--- src/rtl/crc_img_pkg.sv ---
package crc_img_pkg;

  localparam int unsigned CrcWDef  = 32;
  localparam int unsigned DataWDef = 8;
  localparam logic [31:0] PolyDef  = 32'h04C1_1DB7;
  localparam logic [31:0] InitDef  = 32'hFFFF_FFFF;
  localparam logic [31:0] XorDef   = 32'hFFFF_FFFF;

  typedef enum logic {
    ST_IDLE = 1'b0,
    ST_OPEN = 1'b1
  } frame_st_e;

endpackage

--- src/rtl/crc_img_step.sv ---
// Folds one beat into the register: DATA_W bit-steps unrolled, data bit 0 first.
module crc_img_step #(
  parameter int unsigned CRC_W  = 32,
  parameter int unsigned DATA_W = 8,
  parameter logic [CRC_W-1:0] POLY = 32'h04C1_1DB7
) (
  input  logic [CRC_W-1:0]  seed_i,
  input  logic [DATA_W-1:0] data_i,
  output logic [CRC_W-1:0]  next_o
);

  localparam int unsigned NumStages = DATA_W + 1;

  logic [CRC_W-1:0] stage [NumStages];

  assign stage[0] = seed_i;

  for (genvar gi = 0; gi < DATA_W; gi++) begin : g_bit
    logic             fb;
    logic [CRC_W-1:0] shifted;
    assign fb         = stage[gi][CRC_W-1] ^ data_i[gi];
    assign shifted    = {stage[gi][CRC_W-2:0], 1'b0};
    assign stage[gi+1] = fb ? (shifted ^ POLY) : shifted;
  end

  assign next_o = stage[DATA_W];

endmodule

--- src/rtl/crc_img_final.sv ---
// Output stage: optional bit reversal, then inversion mask.
module crc_img_final #(
  parameter int unsigned CRC_W = 32,
  parameter bit          REFLECT_OUT = 1'b1,
  parameter logic [CRC_W-1:0] XOR_OUT = 32'hFFFF_FFFF
) (
  input  logic [CRC_W-1:0] crc_i,
  output logic [CRC_W-1:0] crc_o
);

  logic [CRC_W-1:0] ordered;

  if (REFLECT_OUT) begin : g_reflect
    for (genvar gi = 0; gi < CRC_W; gi++) begin : g_rev
      assign ordered[gi] = crc_i[CRC_W-1-gi];
    end
  end else begin : g_plain
    assign ordered = crc_i;
  end

  assign crc_o = ordered ^ XOR_OUT;

endmodule

--- src/rtl/crc_img_seq.sv ---
// Frame sequencer: beat acceptance, running register, result and done pulse.
module crc_img_seq
  import crc_img_pkg::*;
#(
  parameter int unsigned CRC_W = 32,
  parameter logic [CRC_W-1:0] INIT = 32'hFFFF_FFFF
) (
  input  logic             clk_i,
  input  logic             rst_ni,
  input  logic             valid_i,
  input  logic             start_i,
  input  logic             last_i,
  output logic [CRC_W-1:0] seed_o,
  input  logic [CRC_W-1:0] next_i,
  input  logic [CRC_W-1:0] fin_i,
  output logic [CRC_W-1:0] crc_o,
  output logic             done_o
);

  frame_st_e        st_q, st_d;
  logic [CRC_W-1:0] run_q;
  logic [CRC_W-1:0] res_q;
  logic             done_q;
  logic             accept;
  logic             closing;

  assign accept  = valid_i && (start_i || (st_q == ST_OPEN));
  assign closing = accept && last_i;
  assign seed_o  = start_i ? INIT : run_q;

  always_comb begin
    st_d = st_q;
    if (accept) st_d = last_i ? ST_IDLE : ST_OPEN;
  end

  always_ff @(posedge clk_i or negedge rst_ni) begin
    if (!rst_ni) begin
      st_q   <= ST_IDLE;
      run_q  <= '0;
      res_q  <= '0;
      done_q <= 1'b0;
    end else begin
      st_q   <= st_d;
      done_q <= closing;
      if (accept)  run_q <= next_i;
      if (closing) res_q <= fin_i;
    end
  end

  assign crc_o  = res_q;
  assign done_o = done_q;

  AST_DONE_AFTER_LAST: assert property (@(posedge clk_i) disable iff (!rst_ni)
    done_o |-> $past(valid_i && last_i && accept));

  AST_RESULT_HOLD: assert property (@(posedge clk_i) disable iff (!rst_ni)
    !done_o |-> $stable(crc_o));

  AST_ORPHAN_IGNORED: assert property (@(posedge clk_i) disable iff (!rst_ni)
    (valid_i && !start_i && st_q == ST_IDLE) |=> (!done_o && $stable(run_q)));

  AST_GAP_STABLE: assert property (@(posedge clk_i) disable iff (!rst_ni)
    !valid_i |=> ($stable(run_q) && $stable(st_q) && !done_o));

endmodule

--- src/rtl/crc_img_engine.sv ---
module crc_img_engine
  import crc_img_pkg::*;
#(
  parameter int unsigned CRC_W  = CrcWDef,
  parameter int unsigned DATA_W = DataWDef,
  parameter logic [CRC_W-1:0] POLY    = PolyDef,
  parameter logic [CRC_W-1:0] INIT    = InitDef,
  parameter logic [CRC_W-1:0] XOR_OUT = XorDef,
  parameter bit REFLECT_OUT = 1'b1
) (
  input  logic              clk_i,
  input  logic              rst_ni,
  input  logic              valid_i,
  input  logic              start_i,
  input  logic              last_i,
  input  logic              mask_i,
  input  logic [DATA_W-1:0] data_i,
  output logic [CRC_W-1:0]  crc_o,
  output logic              done_o
);

  logic [DATA_W-1:0] byte_eff;
  logic [CRC_W-1:0]  seed;
  logic [CRC_W-1:0]  next;
  logic [CRC_W-1:0]  fin;

  // Stored checksum field counts as zero.
  assign byte_eff = mask_i ? '0 : data_i;

  crc_img_step #(
    .CRC_W (CRC_W),
    .DATA_W(DATA_W),
    .POLY  (POLY)
  ) i_step (
    .seed_i(seed),
    .data_i(byte_eff),
    .next_o(next)
  );

  crc_img_final #(
    .CRC_W      (CRC_W),
    .REFLECT_OUT(REFLECT_OUT),
    .XOR_OUT    (XOR_OUT)
  ) i_final (
    .crc_i(next),
    .crc_o(fin)
  );

  crc_img_seq #(
    .CRC_W(CRC_W),
    .INIT (INIT)
  ) i_seq (
    .clk_i  (clk_i),
    .rst_ni (rst_ni),
    .valid_i(valid_i),
    .start_i(start_i),
    .last_i (last_i),
    .seed_o (seed),
    .next_i (next),
    .fin_i  (fin),
    .crc_o  (crc_o),
    .done_o (done_o)
  );

  AST_RESET_QUIET: assert property (@(posedge clk_i) disable iff (!rst_ni)
    $rose(rst_ni) |-> (!done_o && crc_o == '0));

endmodule

--- config.mk ---
export PLATFORM = sky130hd
export DESIGN_NAME = crc_img_engine
export DESIGN_NICKNAME = d
export VERILOG_FILES = /design/src/rtl/crc_img_pkg.sv /design/src/rtl/crc_img_step.sv /design/src/rtl/crc_img_final.sv /design/src/rtl/crc_img_seq.sv /design/src/rtl/crc_img_engine.sv
export SDC_FILE = /design/constraint.sdc
export NUM_CORES = 1
export LEC_CHECK = 0
export ABC_AREA = 1
export ABC_CLOCK_PERIOD_IN_PS = 1900
export BUFFER_PORTS_ARGS = -buffer_cell sky130_fd_sc_hd__buf_4
export CAP_MARGIN = 20
export CORE_ASPECT_RATIO = 1.5
export CORE_MARGIN = 5
export CORE_UTILIZATION = 54
export DETAILED_ROUTE_END_ITERATION = 16
export PLACE_DENSITY_LB_ADDON = 0.3
export SETUP_SLACK_MARGIN = 0.02
export SKIP_LAST_GASP = 1
export SYNTH_ARGS = -nofsm -noshare
export SYNTH_HDL_FRONTEND = slang
export SYNTH_HIERARCHICAL = 1
export SYNTH_SLANG_ARGS = --single-unit
--- constraint.sdc ---
create_clock -name clk_i -period 1.9 [get_ports clk_i]
set_clock_uncertainty 0.15 [all_clocks]
set_input_delay 0.19 -clock clk_i [delete_from_list [all_inputs] [get_ports clk_i]]
set_output_delay 0.19 -clock clk_i [all_outputs]
set_load 0.1 [all_outputs]
==> results of run 1 <==
==> layout make-up <==
| type | count | area [um^2] |
|---|---|---|
| sequential | 66 | 1652 |
| fill | 498 | 1818 |
| inverter | 72 | 287.8 |
| clock inverter | 5 | 77.57 |
| multi-input combinational | 416 | 2873 |
| tap | 105 | 131.4 |
| timing repair buffer | 110 | 925.9 |
| clock buffer | 11 | 242.7 |
==> per-stage QoR <==
stage	hold slack (ns)	instance area [um^2]	setup TNS (ns)	cells	worst slack (ns)
after floorplan	-0.2556	4419	0	583	0.02602
after global placement	-0.008187	5090	-3.045	751	-0.1840
after detailed placement	-0.001195	5090	-3.481	751	-0.1951
after CTS	0.1383	5829	-0.7602	775	-0.07142
after global routing	0.1710	6190	-8.750	785	-0.3032
final	0.1388	6190	-4.686	785	-0.2649
==> sequential cells by signal, indices dropped and copies added, names as in the netlist <==
name          flops
i_seq/crc_o      32
i_seq/run_q      32
i_seq/done_o      1
i_seq/st_q        1
==> where the power goes <==
group	switching (W)	internal (W)	leakage, nW	total [W]
logic	0.00580	0.00279	2.39	0.00859
registers	0.000381	0.00205	0.815	0.00243
clock network	0.000617	0.00118	0.156	0.00180
total	0.00680	0.00602	3.36	0.0128
==> repair_timing <==
action / in CTS / in global routing
cloned: 0 / 0
hold buffers: 1 / 0
pin swaps: 50 / 51
hold endpoints to repair: 27 / 0
resized for setup: 80 / 59
setup buffers: 7 / 10
setup endpoints to repair: 52 / 54
==> worst max-delay path, cell delays in order (launching register included) <==
cell and delay (ns):
dfrtp_1 0.40, or2_2 0.32, inv_2 0.07, nand2_2 0.06
nand2_4 0.15, buf_8 0.17, xor2_4 0.22, xor2_2 0.20
inv_1 0.06, nand4_1 0.13, nand2_1 0.11
==> worst paths after layout <==
| kind | slack, ns | to | startpoint | cells after the start |
|---|---|---|---|---|
| worst max-delay path | -0.26 | i_seq/crc_o[27]$_DFFE_PN0P_ | i_seq/run_q[26]$_DFFE_PN0P_ | 10 |
| worst min-delay path | 0.14 | i_seq/crc_o[26]$_DFFE_PN0P_ | last_i | 4 |
| worst max register to register | -0.26 | i_seq/crc_o[27]$_DFFE_PN0P_ | i_seq/run_q[26]$_DFFE_PN0P_ | 10 |
| worst min register to register | 0.31 | i_seq/run_q[3]$_DFFE_PN0P_ | i_seq/run_q[3]$_DFFE_PN0P_ | 2 |
| max in group asynchronous | 0.86 | i_seq/crc_o[19]$_DFFE_PN0P_ | rst_ni | 3 |
| min in group asynchronous | 0.18 | i_seq/run_q[21]$_DFFE_PN0P_ | rst_ni | 2 |
==> cell usage in the layout, fill, tap and decap left out, types with 18 or more instances in the layout <==
cell type,count
buf_4,91
nand3_1,37
dfrtp_1,66
xor2_2,18
inv_1,56
nand4_1,32
nand2_4,24
nand2_1,171
nand2_2,40
or2_2,25
==> cells by family (layout without fill, tap and decap cells) <==
| logic type | after synthesis | after routing | synth area share, % |
|---|---|---|---|
| buffers and inverters | 101 | 198 | 10.58 |
| AOI/OAI and AO/OA | 1 | 1 | 0.1133 |
| DFF | 66 | 66 | 37.44 |
| xor gates and xnor gates | 51 | 51 | 11.40 |
| and+or+nand+nor | 364 | 364 | 40.47 |
==> routing by layer <==
metal	vias to the layer above	wire, um	global-route usage, %
li1	1952	-	-
met1	2070	5120	28.27
met2	254	7500	44.67
met3	71	885	3.885
met4	0	862	13.18
met5	-	0	0
==> run_results.csv, run 1 <==
group,metric,value,unit
drt,wirelength,14370,um
run_status,violations,"negative setup slack",
floorplanning,io_pins,47,
logic_synthesis,ys_types,24,
setup_path,cp-start-kind,"flop",
floorplanning,initial_utilization,55.09,%
clock_network,cts_buffers,9,
global_routing,grtUsageTotal,24.93,%
logic_synthesis,async_reset_ff_share,100.0,%
floorplanning,die_area,10110,um^2
logic_synthesis,syn-num-nets,597,
sta,relSlewSlack,72.03,%
clock_network,cts.clk_slew.worst_paths,0.05,ns
logic_synthesis,yosysWarnings,6,
clock_network,cts-root-buf,"clkbuf_16",
floorplanning,die_y,120.7,um
drt,viasPerCell,5.538,
logic_synthesis,syn_area_per_cell,7.567,um^2
sta,fin_ws,-0.2649,ns
clock_network,clock_latency,0.34,ns
logic_synthesis,yosys.cell_count.top_type,"nand2_1",
floorplanning,die_w,83.80,um
layout,finish.net_count,689,
setup_path,end_kind,"flop",
clock_network,cts.sinks,66,
sta,rsz0062_at_grt,"true",
logic_synthesis,ys_top_cells_by_area,"dfrtp_1, nand2_1, xor2_1",
pwr,peakVddDrop,1260,uV
logic_synthesis,syn_area,4412,um^2
setup_path,crit_fanout,5,
clock_network,cts_tree,"done",
clock_network,cts_max_path_buffers,2,
global_routing,antenna_found_initial,0,
logic_synthesis,synth_top_area_cell,"dfrtp_1",
drt,drtIter0Drc,503,
run_status,status,"finished, violations left",
sta,period_minus_slack,2.165,ns
global_routing,grt_max_degree,40,
sta,period_share,113.9,%
place,place_congestion,0.8482,
layout,syn2layout_area_growth,40.30,%
logic_synthesis,synth_seq_area_share,37.44,%
global_routing,grt_pass1_wl,20060,um
floorplanning,num_rows,40,
pwr,p_leak,3.363,nW
pwr,total_power,0.01282,W
sta,worst_pin_slew,0.4195,ns
setup_path,worstSetupPathType,"flop to flop",
logic_synthesis,yosys_register_bits,66,
place,port_buffers,46,
sta,setup_viol,50,
drt,drc_errors,0,
drt,drtPass1Iterations,6,
sta,hold_violations,0,
min_path,min-delay-path-class,"input port to flop",
layout,drive_above_1_share,42.65,%
global_routing,grt_overflow,0,
drt,vias,4347,
sta,slew_viol_final,0,
clock_network,htreeDepth,3,
setup_path,cp.arrival,2.22,ns
sta,fmax,461.9,MHz
logic_synthesis,synth_top_area_share,37.44,%
logic_synthesis,synth_common_cells,"nand2_1, dfrtp_1, inv_1, nand3_1, xor2_1",
floorplanning,core_area,8008,um^2
drt,antenna_left,0,
global_routing,grt_pass1_vias,4174,
logic_synthesis,synth_cells,583,
run,cap_violations,0,
place,dp_hpwl,7904,um
logic_synthesis,synthFlopType,"dfrtp_1",
pwr,powerDensity,2072,nW/um^2
logic_synthesis,synth_edf_count,0,
layout,diodes,0,
setup_path,cp.required,1.96,ns
drt,wl_per_cell,18.30,um
layout,fin_util,77.30,%
No activity file was read; power rests on OpenSTA's default activity.
==> run 2: changes to the inputs <==
--- a/config.mk
+++ b/config.mk
@@ -9,7 +9,6 @@
 export ABC_CLOCK_PERIOD_IN_PS = 1900
 export BUFFER_PORTS_ARGS = -buffer_cell sky130_fd_sc_hd__buf_4
 export CAP_MARGIN = 20
-export CORE_ASPECT_RATIO = 1.5
 export CORE_MARGIN = 5
 export CORE_UTILIZATION = 54
 export DETAILED_ROUTE_END_ITERATION = 16
==> run 2 against run 1 <==
Net effect: the flow still finishes with violations (negative setup slack); sequential share of layout area down 1.4 points; power up 1.3%; critical endpoint is now i_seq/crc_o[18]$_DFFE_PN0P_; routed wire length up 11%; via count is 3.7% higher; die area fell by 0.37%; non-clock buffer count is 7 higher; global-route usage up 1.1 points; critical path depth rose by 3; worst hold slack worse by 0.018 ns.
==> run_results.csv, run 2 (synthesis results as in run 1) <==
group,metric,value,unit
run_status,status,"finished, violations left",
run_status,violations,"negative setup slack",
global_routing,grtUsageTotal,26.05,%
setup_path,cp.required,2.00,ns
setup_path,crit_fanout,3,
layout,drive_above_1_share,47.60,%
pwr,peakVddDrop,1529,uV
layout,final_cell_mix,"nand2_1, buf_4, dfrtp_1",
setup_path,cp-start-kind,"flop",
global_routing,grt_pass1_wl,20560,um
global_routing,grtUsageMet2,43.43,%
clock_network,cts_tree,"done",
place,port_buffers,46,
sta,period_minus_slack,2.186,ns
sta,fin_ws,-0.2861,ns
min_path,min_from,"valid_i",
sta,hold_violations,0,
global_routing,grt_use_met3,5.420,%
drt,antenna_left,0,
pwr,powerDensity,1992,nW/um^2
floorplanning,die_w,100.4,um
floorplanning,num_rows,33,
drt,viasPerCell,5.689,
setup_path,cp.arrival,2.29,ns
run,cap_violations,0,
drt,vias,4506,
drt,wirelength,15890,um
place,place_congestion,0.9540,
sta,period_share,115.1,%
global_routing,grt_max_degree,37,
setup_path,worstSetupPathType,"flop to flop",
floorplanning,initial_utilization,54.51,%
clock_network,cts_buffers,9,
global_routing,grt_overflow,0,
place,dp_hpwl,8095,um
layout,diodes,0,
sta,worst_pin_slew,0.5147,ns
layout,syn2layout_area_growth,47.84,%
drt,drtIter0Drc,399,
layout,finish.net_count,696,
min_path,min-delay-path-class,"input port to flop",
pwr,p_leak,3.440,nW
global_routing,grt_pass1_vias,4230,
setup_path,setup.worst_path.start,"i_seq/run_q[25]$_DFFE_PN0P_",
global_routing,antenna_found_initial,0,
sta,rsz0062_at_grt,"true",
clock_network,cts-root-buf,"clkbuf_8",
sta,relSlewSlack,65.69,%
drt,drtPass1Iterations,6,
layout,fin_util,80.60,%
clock_network,cts.clk_slew.worst_paths,0.08,ns
floorplanning,io_pins,47,
setup_path,end_kind,"flop",
sta,slew_viol_final,0,
sta,finalHoldWorstSlack,0.1213,ns
sta,setup_viol,58,
clock_network,cts.sinks,66,
global_routing,top_usage_layer,"met2",
clock_network,cts_max_path_buffers,2,
layout,final_common_cell,"nand2_1",
setup_path,reg2reg_slack,-0.29,ns
clock_network,htreeDepth,3,
setup_path,reg2reg_from,"i_seq/run_q[25]$_DFFE_PN0P_",
floorplanning,core_area,8093,um^2
drt,wl_per_cell,20.07,um
drt,drc_errors,0,
floorplanning,die_area,10080,um^2
clock_network,clock_latency,0.36,ns
sta,fmax,457.4,MHz
global_routing,use_met1,32.27,%
floorplanning,die_y,100.4,um
run 2: cell count changes in the layout (fill, tap and decap cells not counted), moves of 4 or more:
cell / change
clkbuf_8: +9
nand2_4: +4
nand3_1: -11
buf_6: +11
nand2_2: +4
xor2_1: -7
nand2_1: -11
buf_4: -7
xor2_4: +10
nand3_2: +10
clkbuf_16: -9
run 2: metrics by stage:
stage / total power (W) / setup WS, ns / std cells / setup TNS (ns) / cell area, um^2
floorplan: 0.007552 / 0.02602 / 583 / 0 / 4419
CTS: 0.01144 / -0.1605 / 783 / -2.231 / 5886
finish: 0.01299 / -0.2861 / 792 / -7.930 / 6523
global placement: 0.009192 / -0.3285 / 750 / -3.478 / 5107
global route: 0.01355 / -0.3363 / 792 / -11.68 / 6523
detailed placement: 0.009271 / -0.3449 / 750 / -4.298 / 5107
run 2: worst max-delay path, stage by stage (launching register included):
cell,delay (ns)
dfrtp_1,0.40
or2_4,0.26
inv_2,0.07
nand2_1,0.08
nand2_4,0.11
nand2_2,0.08
nand2_4,0.12
buf_4,0.14
nand2_1,0.06
nand2_2,0.13
xor2_4,0.24
inv_2,0.06
nand4_1,0.09
nand2_1,0.07
run 2: layout make-up:
| type | count | area, um^2 |
|---|---|---|
| clock buffer | 11 | 141.4 |
| fill | 464 | 1570 |
| sequential | 66 | 1652 |
| multi-input combinational | 416 | 3204 |
| tap | 105 | 131.4 |
| clock inverter | 5 | 53.80 |
| timing repair buffer | 117 | 1052 |
| inverter | 72 | 287.8 |
run 2: what timing repair did:
item                                    4_1_cts  5_1_grt
endpoints found under the setup margin       51       61
hold endpoints to repair                     33        0
gates resized for setup                      92      113
buffers inserted                             19        9
pin swaps                                    60       77
hold buffers                                  1        0
run 2: final timing paths:
check	cells after the start	to
hold / removal	3	i_seq/run_q[27]$_DFFE_PN0P_
hold reg to reg	2	i_seq/run_q[10]$_DFFE_PN0P_
setup reg to reg	13	i_seq/crc_o[18]$_DFFE_PN0P_
setup / recovery	13	i_seq/crc_o[18]$_DFFE_PN0P_
min in group asynchronous	2	i_seq/crc_o[4]$_DFFE_PN0P_
max in group asynchronous	3	i_seq/crc_o[20]$_DFFE_PN0P_
run 2: power by group:
part           internal (W)  switching (W)  total [W]
Combinational       0.00311        0.00619    0.00930
Clock              0.000638       0.000597    0.00123
Sequential          0.00205       0.000409    0.00246
run 2: per-layer routing:
metal	routed length, um	up-vias
li1	-	1959
met1	5733	2160
met2	7892	292
met3	1115	95
met4	1152	0
met5	0	-
